`src/rtl/bootrom_pkg.sv`:
```
package bootrom_pkg;

    typedef enum logic [1:0] {
        DN_IDLE  = 2'd0,
        DN_WAIT  = 2'd1,
        DN_PULSE = 2'd2,
        DN_SPENT = 2'd3
    } done_st_e;

endpackage

```
`src/rtl/bootrom_sync.sv`:
```
module bootrom_sync #(
    parameter int          W       = 1,
    parameter logic [W-1:0] RST_VAL = '0
) (
    input  logic         clk,
    input  logic         rst_n,
    input  logic [W-1:0] d_i,
    output logic [W-1:0] q_o
);
    typedef struct packed {
        logic [W-1:0] s1;
        logic [W-1:0] s2;
    } sync_t;

    sync_t st_d, st_q;

    always_comb begin
        st_d.s1 = d_i;
        st_d.s2 = st_q.s1;
    end

    always_ff @(posedge clk) begin
        if (!rst_n) begin
            st_q.s1 <= RST_VAL;
            st_q.s2 <= RST_VAL;
        end else begin
            st_q <= st_d;
        end
    end

    assign q_o = st_q.s2;
endmodule

```
`src/rtl/bootrom_tick.sv`:
```
module bootrom_tick #(
    parameter int DIV = 16
) (
    input  logic clk,
    input  logic rst_n,
    output logic tick_o
);
    localparam int TW = (DIV > 1) ? $clog2(DIV) : 1;

    logic [TW-1:0] cnt_d, cnt_q;

    always_comb begin
        if (cnt_q == TW'(DIV - 1)) cnt_d = '0;
        else                       cnt_d = cnt_q + TW'(1);
    end

    always_ff @(posedge clk) begin
        if (!rst_n) cnt_q <= '0;
        else        cnt_q <= cnt_d;
    end

    assign tick_o = (cnt_q == TW'(DIV - 1));
endmodule

```
`src/rtl/bootrom_bank_dec.sv`:
```
module bootrom_bank_dec (
    input  logic [1:0] cfg_i,
    output logic [3:0] en_n_o
);
    always_comb begin
        for (int i = 0; i < 4; i++) begin
            en_n_o[i] = (cfg_i != 2'(i));
        end
    end

    // exactly one bank enable active
    always_comb begin
        a_r9_one_bank: assert ($countones(en_n_o) == 3 || $isunknown(cfg_i));
    end
endmodule

```
`src/rtl/bootrom_seq_core.sv`:
```
module bootrom_seq_core
    import bootrom_pkg::*;
#(
    parameter int              ADDR_W    = 8,
    parameter logic [ADDR_W-1:0] BOOT_ADDR = 8'hC3,
    parameter int              CHAIN     = 5,
    parameter int              START_W   = 8,
    parameter int              DONE_DLY  = 5,
    parameter int              DONE_LEN  = 5
) (
    input  logic              clk,
    input  logic              rst_n,
    input  logic              strb_i,
    input  logic [ADDR_W-1:0] addr_i,
    input  logic              init_fall_i,
    input  logic              tick_i,
    output logic              match_o,
    output logic              rd_o,
    output logic              vld_o,
    output logic              done_o
);
    localparam int SCNT_W = $clog2(START_W + 1);
    localparam int DMAX   = (DONE_DLY > DONE_LEN) ? DONE_DLY : DONE_LEN;
    localparam int DCNT_W = $clog2(DMAX + 1);

    typedef struct packed {
        logic              match;
        logic              armed;
        logic              start;
        logic [SCNT_W-1:0] scnt;
        logic              run;
        logic              go;
        logic [CHAIN-1:0]  stage;
        logic              rd;
        logic              vld;
        done_st_e          dst;
        logic [DCNT_W-1:0] dcnt;
    } seq_t;

    seq_t n_d, q_q;

    always_comb begin
        n_d       = q_q;
        n_d.match = strb_i && (addr_i == BOOT_ADDR);
        n_d.rd    = 1'b0;

        // launch: start pulse into first stage
        if (q_q.match && !q_q.armed) begin
            n_d.armed = 1'b1;
            n_d.start = 1'b1;
            n_d.scnt  = SCNT_W'(START_W - 1);
            n_d.stage = CHAIN'(1);
        end

        // trailing edge of start pulse sets run flag
        if (q_q.start) begin
            if (q_q.scnt == '0) begin
                n_d.start = 1'b0;
                n_d.run   = 1'b1;
            end else begin
                n_d.scnt = q_q.scnt - SCNT_W'(1);
            end
        end

        // first tick after run enables stepping
        if (q_q.run && !q_q.go && tick_i) n_d.go = 1'b1;

        // stepping and read strobe
        if (q_q.go && tick_i) begin
            if (!q_q.stage[CHAIN-1]) n_d.stage = q_q.stage << 1;
            else if (!q_q.vld && !q_q.rd) n_d.rd = 1'b1;
        end

        // trailing edge of read sets data valid
        if (q_q.rd) n_d.vld = 1'b1;

        // completion delay and pulse
        case (q_q.dst)
            DN_IDLE: if (q_q.rd) begin
                n_d.dst  = DN_WAIT;
                n_d.dcnt = DCNT_W'(DONE_DLY - 1);
            end
            DN_WAIT: if (q_q.dcnt == '0) begin
                n_d.dst  = DN_PULSE;
                n_d.dcnt = DCNT_W'(DONE_LEN - 1);
            end else begin
                n_d.dcnt = q_q.dcnt - DCNT_W'(1);
            end
            DN_PULSE: if (q_q.dcnt == '0) begin
                n_d.dst = DN_SPENT;
            end else begin
                n_d.dcnt = q_q.dcnt - DCNT_W'(1);
            end
            default: n_d.dst = q_q.dst;
        endcase

        // external initialise edge clears run flags
        if (init_fall_i) begin
            n_d.start = 1'b0;
            n_d.run   = 1'b0;
            n_d.go    = 1'b0;
        end

        // strobe release clears the sequence
        if (!strb_i) begin
            n_d.armed = 1'b0;
            n_d.start = 1'b0;
            n_d.scnt  = '0;
            n_d.run   = 1'b0;
            n_d.go    = 1'b0;
            n_d.stage = '0;
            n_d.rd    = 1'b0;
            n_d.vld   = 1'b0;
            n_d.dst   = DN_IDLE;
            n_d.dcnt  = '0;
        end
    end

    always_ff @(posedge clk) begin
        if (!rst_n) begin
            q_q <= '{match: 1'b0, armed: 1'b0, start: 1'b0, scnt: '0,
                     run: 1'b0, go: 1'b0, stage: '0, rd: 1'b0, vld: 1'b0,
                     dst: DN_IDLE, dcnt: '0};
        end else begin
            q_q <= n_d;
        end
    end

    assign match_o = q_q.match;
    assign rd_o    = q_q.rd;
    assign vld_o   = q_q.vld;
    assign done_o  = (q_q.dst == DN_PULSE);

    // read strobe lasts one clock
    a_r4_rd_single: assert property (@(posedge clk) disable iff (!rst_n)
        q_q.rd |=> !q_q.rd);

    // read only from the final stage under a live match
    a_r3_rd_final_stage: assert property (@(posedge clk) disable iff (!rst_n)
        q_q.rd |-> (q_q.stage[CHAIN-1] && q_q.match));

    // timing chain holds at most one active stage
    a_r3_stage_onehot: assert property (@(posedge clk) disable iff (!rst_n)
        $onehot0(q_q.stage));

    // data valid rises only after a read strobe
    a_r5_vld_after_rd: assert property (@(posedge clk) disable iff (!rst_n)
        $rose(q_q.vld) |-> $past(q_q.rd));

    // completion only while data is valid
    a_r6_done_needs_vld: assert property (@(posedge clk) disable iff (!rst_n)
        done_o |-> q_q.vld);

    // release clears the sequence on the next clock
    a_r2_release_clears: assert property (@(posedge clk) disable iff (!rst_n)
        !strb_i |=> (!q_q.vld && !done_o && !q_q.go && !q_q.match));
endmodule

```
`src/rtl/bootrom_slave_seq.sv`:
```
module bootrom_slave_seq #(
    parameter int              ADDR_W    = 8,
    parameter logic [ADDR_W-1:0] BOOT_ADDR = 8'hC3,
    parameter int              TICK_DIV  = 16,
    parameter int              CHAIN     = 5,
    parameter int              START_W   = 8,
    parameter int              DONE_DLY  = 5,
    parameter int              DONE_LEN  = 5
) (
    input  logic              clk,
    input  logic              rst_n,
    input  logic              bus_strb_n,
    input  logic [ADDR_W-1:0] bus_addr_hi,
    input  logic              init_n,
    input  logic [1:0]        bank_cfg,
    output logic              addr_match,
    output logic              rom_rd,
    output logic              data_vld,
    output logic              bus_done,
    output logic [3:0]        bank_en_n
);
    localparam int SW = ADDR_W + 1;

    logic [SW-1:0]     sa_raw, sa_sync;
    logic              strb_s;
    logic [ADDR_W-1:0] addr_s;
    logic              init_s;
    logic              init_prev_d, init_prev_q;
    logic              init_fall;
    logic              tick;

    assign sa_raw = {bus_addr_hi, ~bus_strb_n};

    bootrom_sync #(.W(SW), .RST_VAL('0)) u_sync_bus (
        .clk  (clk),
        .rst_n(rst_n),
        .d_i  (sa_raw),
        .q_o  (sa_sync)
    );

    assign strb_s = sa_sync[0];
    assign addr_s = sa_sync[SW-1:1];

    bootrom_sync #(.W(1), .RST_VAL(1'b1)) u_sync_init (
        .clk  (clk),
        .rst_n(rst_n),
        .d_i  (init_n),
        .q_o  (init_s)
    );

    always_comb init_prev_d = init_s;

    always_ff @(posedge clk) begin
        if (!rst_n) init_prev_q <= 1'b1;
        else        init_prev_q <= init_prev_d;
    end

    assign init_fall = init_prev_q && !init_s;

    bootrom_tick #(.DIV(TICK_DIV)) u_tick (
        .clk   (clk),
        .rst_n (rst_n),
        .tick_o(tick)
    );

    bootrom_seq_core #(
        .ADDR_W   (ADDR_W),
        .BOOT_ADDR(BOOT_ADDR),
        .CHAIN    (CHAIN),
        .START_W  (START_W),
        .DONE_DLY (DONE_DLY),
        .DONE_LEN (DONE_LEN)
    ) u_core (
        .clk        (clk),
        .rst_n      (rst_n),
        .strb_i     (strb_s),
        .addr_i     (addr_s),
        .init_fall_i(init_fall),
        .tick_i     (tick),
        .match_o    (addr_match),
        .rd_o       (rom_rd),
        .vld_o      (data_vld),
        .done_o     (bus_done)
    );

    bootrom_bank_dec u_bank (
        .cfg_i (bank_cfg),
        .en_n_o(bank_en_n)
    );
endmodule

```
`config.mk`:
```
export PLATFORM = sky130hd
export DESIGN_NAME = bootrom_slave_seq
export DESIGN_NICKNAME = d
export VERILOG_FILES = /design/src/rtl/bootrom_pkg.sv /design/src/rtl/bootrom_sync.sv /design/src/rtl/bootrom_tick.sv /design/src/rtl/bootrom_bank_dec.sv /design/src/rtl/bootrom_seq_core.sv /design/src/rtl/bootrom_slave_seq.sv
export SDC_FILE = /design/constraint.sdc
export NUM_CORES = 1
export LEC_CHECK = 0
export BUFFER_PORTS_ARGS = -buffer_cell sky130_fd_sc_hd__buf_2
export CAP_MARGIN = 20
export CORE_ASPECT_RATIO = 1.5
export CORE_UTILIZATION = 60
export DETAILED_ROUTE_END_ITERATION = 10
export GPL_TIMING_DRIVEN = 0
export HOLD_SLACK_MARGIN = 0.1
export PLACE_DENSITY = 0.83
export SETUP_SLACK_MARGIN = 0.02
export SYNTH_ARGS = -nofsm -noshare
export SYNTH_HDL_FRONTEND = slang
export SYNTH_SLANG_ARGS = --single-unit
```
`constraint.sdc`:
```
create_clock -name clk -period 4.5 [get_ports clk]
set_clock_uncertainty 0.05 [all_clocks]
set_input_delay 0.9 -clock clk [delete_from_list [all_inputs] [get_ports clk]]
set_output_delay 0.9 -clock clk [all_outputs]
set_load 0.02 [all_outputs]
```
==> flow_summary.json <==
{
  "grt_max_degree": 14,
  "clkPwrFrac_pct": 40.2,
  "syn-num-nets": 199,
  "critPathCaptureType": "output pin",
  "io_pins": 22,
  "routedWlPerCell_um": 13.1,
  "r2r_cells": 6,
  "cts_root_buffer": "clkbuf_8",
  "synth_area_leaders": "dfxtp_1 53%, and2_1 7.2%, ha_1 6.5%",
  "holdCritStartpoint": "u_sync_init.st_d[0]",
  "hpwl_mm": 2.30,
  "ff_latch_area_um2": 921,
  "nets": 227,
  "async_flop_share_pct": 0,
  "firstDrtPassIters": 4,
  "vias": 1295,
  "drive_gt1_share_pct": 17.6,
  "n_antenna_cell": 0,
  "maxSlewHeadroom_pct": 69.0,
  "syn_area_um2": 1740,
  "final_util_pct": 74.2,
  "power.switching_mw": 0.142,
  "status": "complete, no violations",
  "postSynthCellCount": 176,
  "p_per_area_nw_per_um2": 374,
  "cts_buffers": 5,
  "ys_seq_elements": 46,
  "drv_slew": 0,
  "p_comb_share_pct": 3.6,
  "fin_setup_tns_ps": 0,
  "cts_setup_buffers": 0,
  "die_h_um": 68.0,
  "synth_area_per_cell_um2": 9.91,
  "post_cts_resized": 0,
  "gr-usage-met1_pct": 18.6,
  "grtUsageMet2_pct": 47.0,
  "synth.largest_area_cell": "dfxtp_1",
  "port-buffer-count": 21,
  "cp_common_cell": "buf_2",
  "crit_path_max_fanout": 4,
  "seqPwrFrac_pct": 56.2,
  "cts_sinks": 46,
  "cp.required_ps": 3550,
  "antenna_found_initial": 0,
  "cpPeakStageDelay_ps": 290,
  "start_kind": "input port",
  "clkTransAtPathRegs_ps": 80,
  "rr_endpoint": "u_core.q_q[4]",
  "ant_nets": 0,
  "peakVddDrop_v": 0.000419,
  "initial_core_util_pct": 64.5,
  "drc": 0,
  "first_iter_violations": 27,
  "path_class": "input port to output pin",
  "postCtsHoldBufs": 0,
  "cts_buffer_depth": 2,
  "synth-edff-count": 0,
  "rsz0062_at_grt": "no",
  "multiInputGateArea_um2": 778,
  "hold_depth": 1,
  "vias_per_cell": 5.37,
  "leakage_nw": 0.790,
  "drt_wl_total_mm": 3.16,
  "synth_flop_cell": "dfxtp_1",
  "grt_overflow": 0,
  "min_path_type": "register to register",
  "grt_pass1_wl_mm": 5.15,
  "setup_viol": 0,
  "yosysWarnings": 0,
  "clock_latency_ps": 290,
  "cp_slowest_cell": "or2_2",
  "r2r_slack_ps": 2730,
  "grt_use_total_pct": 23.9,
  "synth_top_area_share_pct": 52.8,
  "num_rows": 23,
  "syn_to_final_growth_pct": 15.1,
  "min_to": "u_sync_init.q_o",
  "htreeDepth": 2,
  "cp.arrival_ps": 1460,
  "cts_tree": "yes",
  "switching_share_pct": 18.9,
  "finalCritPeriodShare_pct": 53.5,
  "gp_congestion": 0.661,
  "gr-usage-met3_pct": 6.86,
  "crit-reg2reg-launch": "u_core.q_q[3]",
  "final.min_clock_period_ps": 2410,
  "core_um2": 2710,
  "grt_pass1_vias": 1294,
  "final_hold_viol_count": 0,
  "synthDistinctLibCells": 37,
  "p_int_mw": 0.609,
  "fp.dieW_um": 46.0,
  "max_freq_mhz": 415,
  "n_fill_cell": 234,
  "seq_area_frac_synth_pct": 52.8,
  "dieArea_um2": 3130,
  "crit_chain": "buf_2, or2_2, buf_2",
  "maxCapViolations": 0,
  "top_usage_layer": "met2",
  "worstMarginPinSlew_ps": 461
}
-- metal layers --
metal,up-vias,part of all wire [%]
li1,649,-
met1,605,35
met2,32,58
met3,9,3.8
met4,0,3.4
met5,-,0
-- area by class of cell --
type / instances / area share, %
tap: 37 / 2.31
buffer: 3 / 0.561
clock buffer: 6 / 4.11
multi-input combinational: 118 / 38.8
clock inverter: 1 / 1.50
sequential: 46 / 45.9
inverter: 9 / 1.68
timing repair buffer: 21 / 5.23
-- cell usage after synthesis, types with 2 or more instances --
cell type  instances
a211oi_1           4
o21ai_0            6
nor2_1            16
nand2b_1          10
clkbuf_1           3
a21oi_1            5
inv_1              9
nand2_1            9
dfxtp_1           46
nand3_1            6
a31oi_1            2
ha_1               9
a311oi_1           2
and2_1            20
nor3_1             5
nor2b_1            3
-- worst max-delay path by stage --
stage / startpoint / endpoint / slack, ps
global route: bank_cfg[0] / bank_en_n[0] / 2070
global placement: bank_cfg[0] / bank_en_n[0] / 2100
finish: bank_cfg[0] / bank_en_n[0] / 2090
floorplan: bank_cfg[0] / bank_en_n[0] / 2310
CTS: bank_cfg[0] / bank_en_n[0] / 2090
detailed placement: bank_cfg[0] / bank_en_n[0] / 2090
-- cells in the final DEF, fill, tap and decap left out, types with 2 or more instances in the layout --
cell type | Yosys | layout
clkbuf_8 | 0 | 6
o21ai_0 | 6 | 6
a21oi_1 | 5 | 5
nor2b_1 | 3 | 3
a311oi_1 | 2 | 2
ha_1 | 9 | 9
a31oi_1 | 2 | 2
and2_1 | 20 | 20
nor2_1 | 16 | 16
clkbuf_1 | 3 | 3
dfxtp_1 | 46 | 46
nand3_1 | 6 | 6
inv_1 | 9 | 9
nand2b_1 | 10 | 10
buf_2 | 0 | 21
nor3_1 | 5 | 5
a211oi_1 | 4 | 4
nand2_1 | 9 | 9
-- power by group through the flow --
stage | clock network, mW | registers (mW) | logic, mW
3_3_place_gp | 0 | 0.430 | 0.0257
3_5_place_dp | 0 | 0.432 | 0.0272
2_1_floorplan | 0 | 0.430 | 0.0161
5_1_grt | 0.322 | 0.423 | 0.0312
6_report | 0.302 | 0.422 | 0.0269
4_1_cts | 0.307 | 0.422 | 0.0274
-- sequential cells by signal (all words and copies together), names as in the netlist --
name	flops
init_prev_q	1
u_core.match_o	1
u_core.q_q	18
u_core.rd_o	1
u_core.vld_o	1
u_sync_bus.q_o	9
u_sync_bus.st_d	9
u_sync_init.q_o	1
u_sync_init.st_d	1
u_tick.cnt_q	4
-- cells by family after synthesis --
logic type,count (synthesis),synth area share (%)
xor gates and xnor gates,1,0.502
DFF,46,52.8
adders and majority gates,9,6.46
and+or+nand+nor,79,25.3
buffers and inverters,12,2.58
AOI/OAI and AO/OA,28,11.8
muxes,1,0.574
-- stage by stage --
step                setup WS, ps  power, mW  area, um2  hold WS, ps  instances
detailed placement          2090      0.459       1900          352        234
CTS                         2090      0.756       2010          376        241
floorplan                   2310      0.446       1740          336        176
global route                2070      0.776       2010          380        241
finish                      2090      0.751       2010          371        241
global placement            2100      0.456       1900          338        234
-- critical path: cells and delay by family --
family                 cells  cell delay, ps
and+or+nand+nor            1             290
buffers and inverters      2             270
Note: power is estimated with default switching activity, not from simulation.
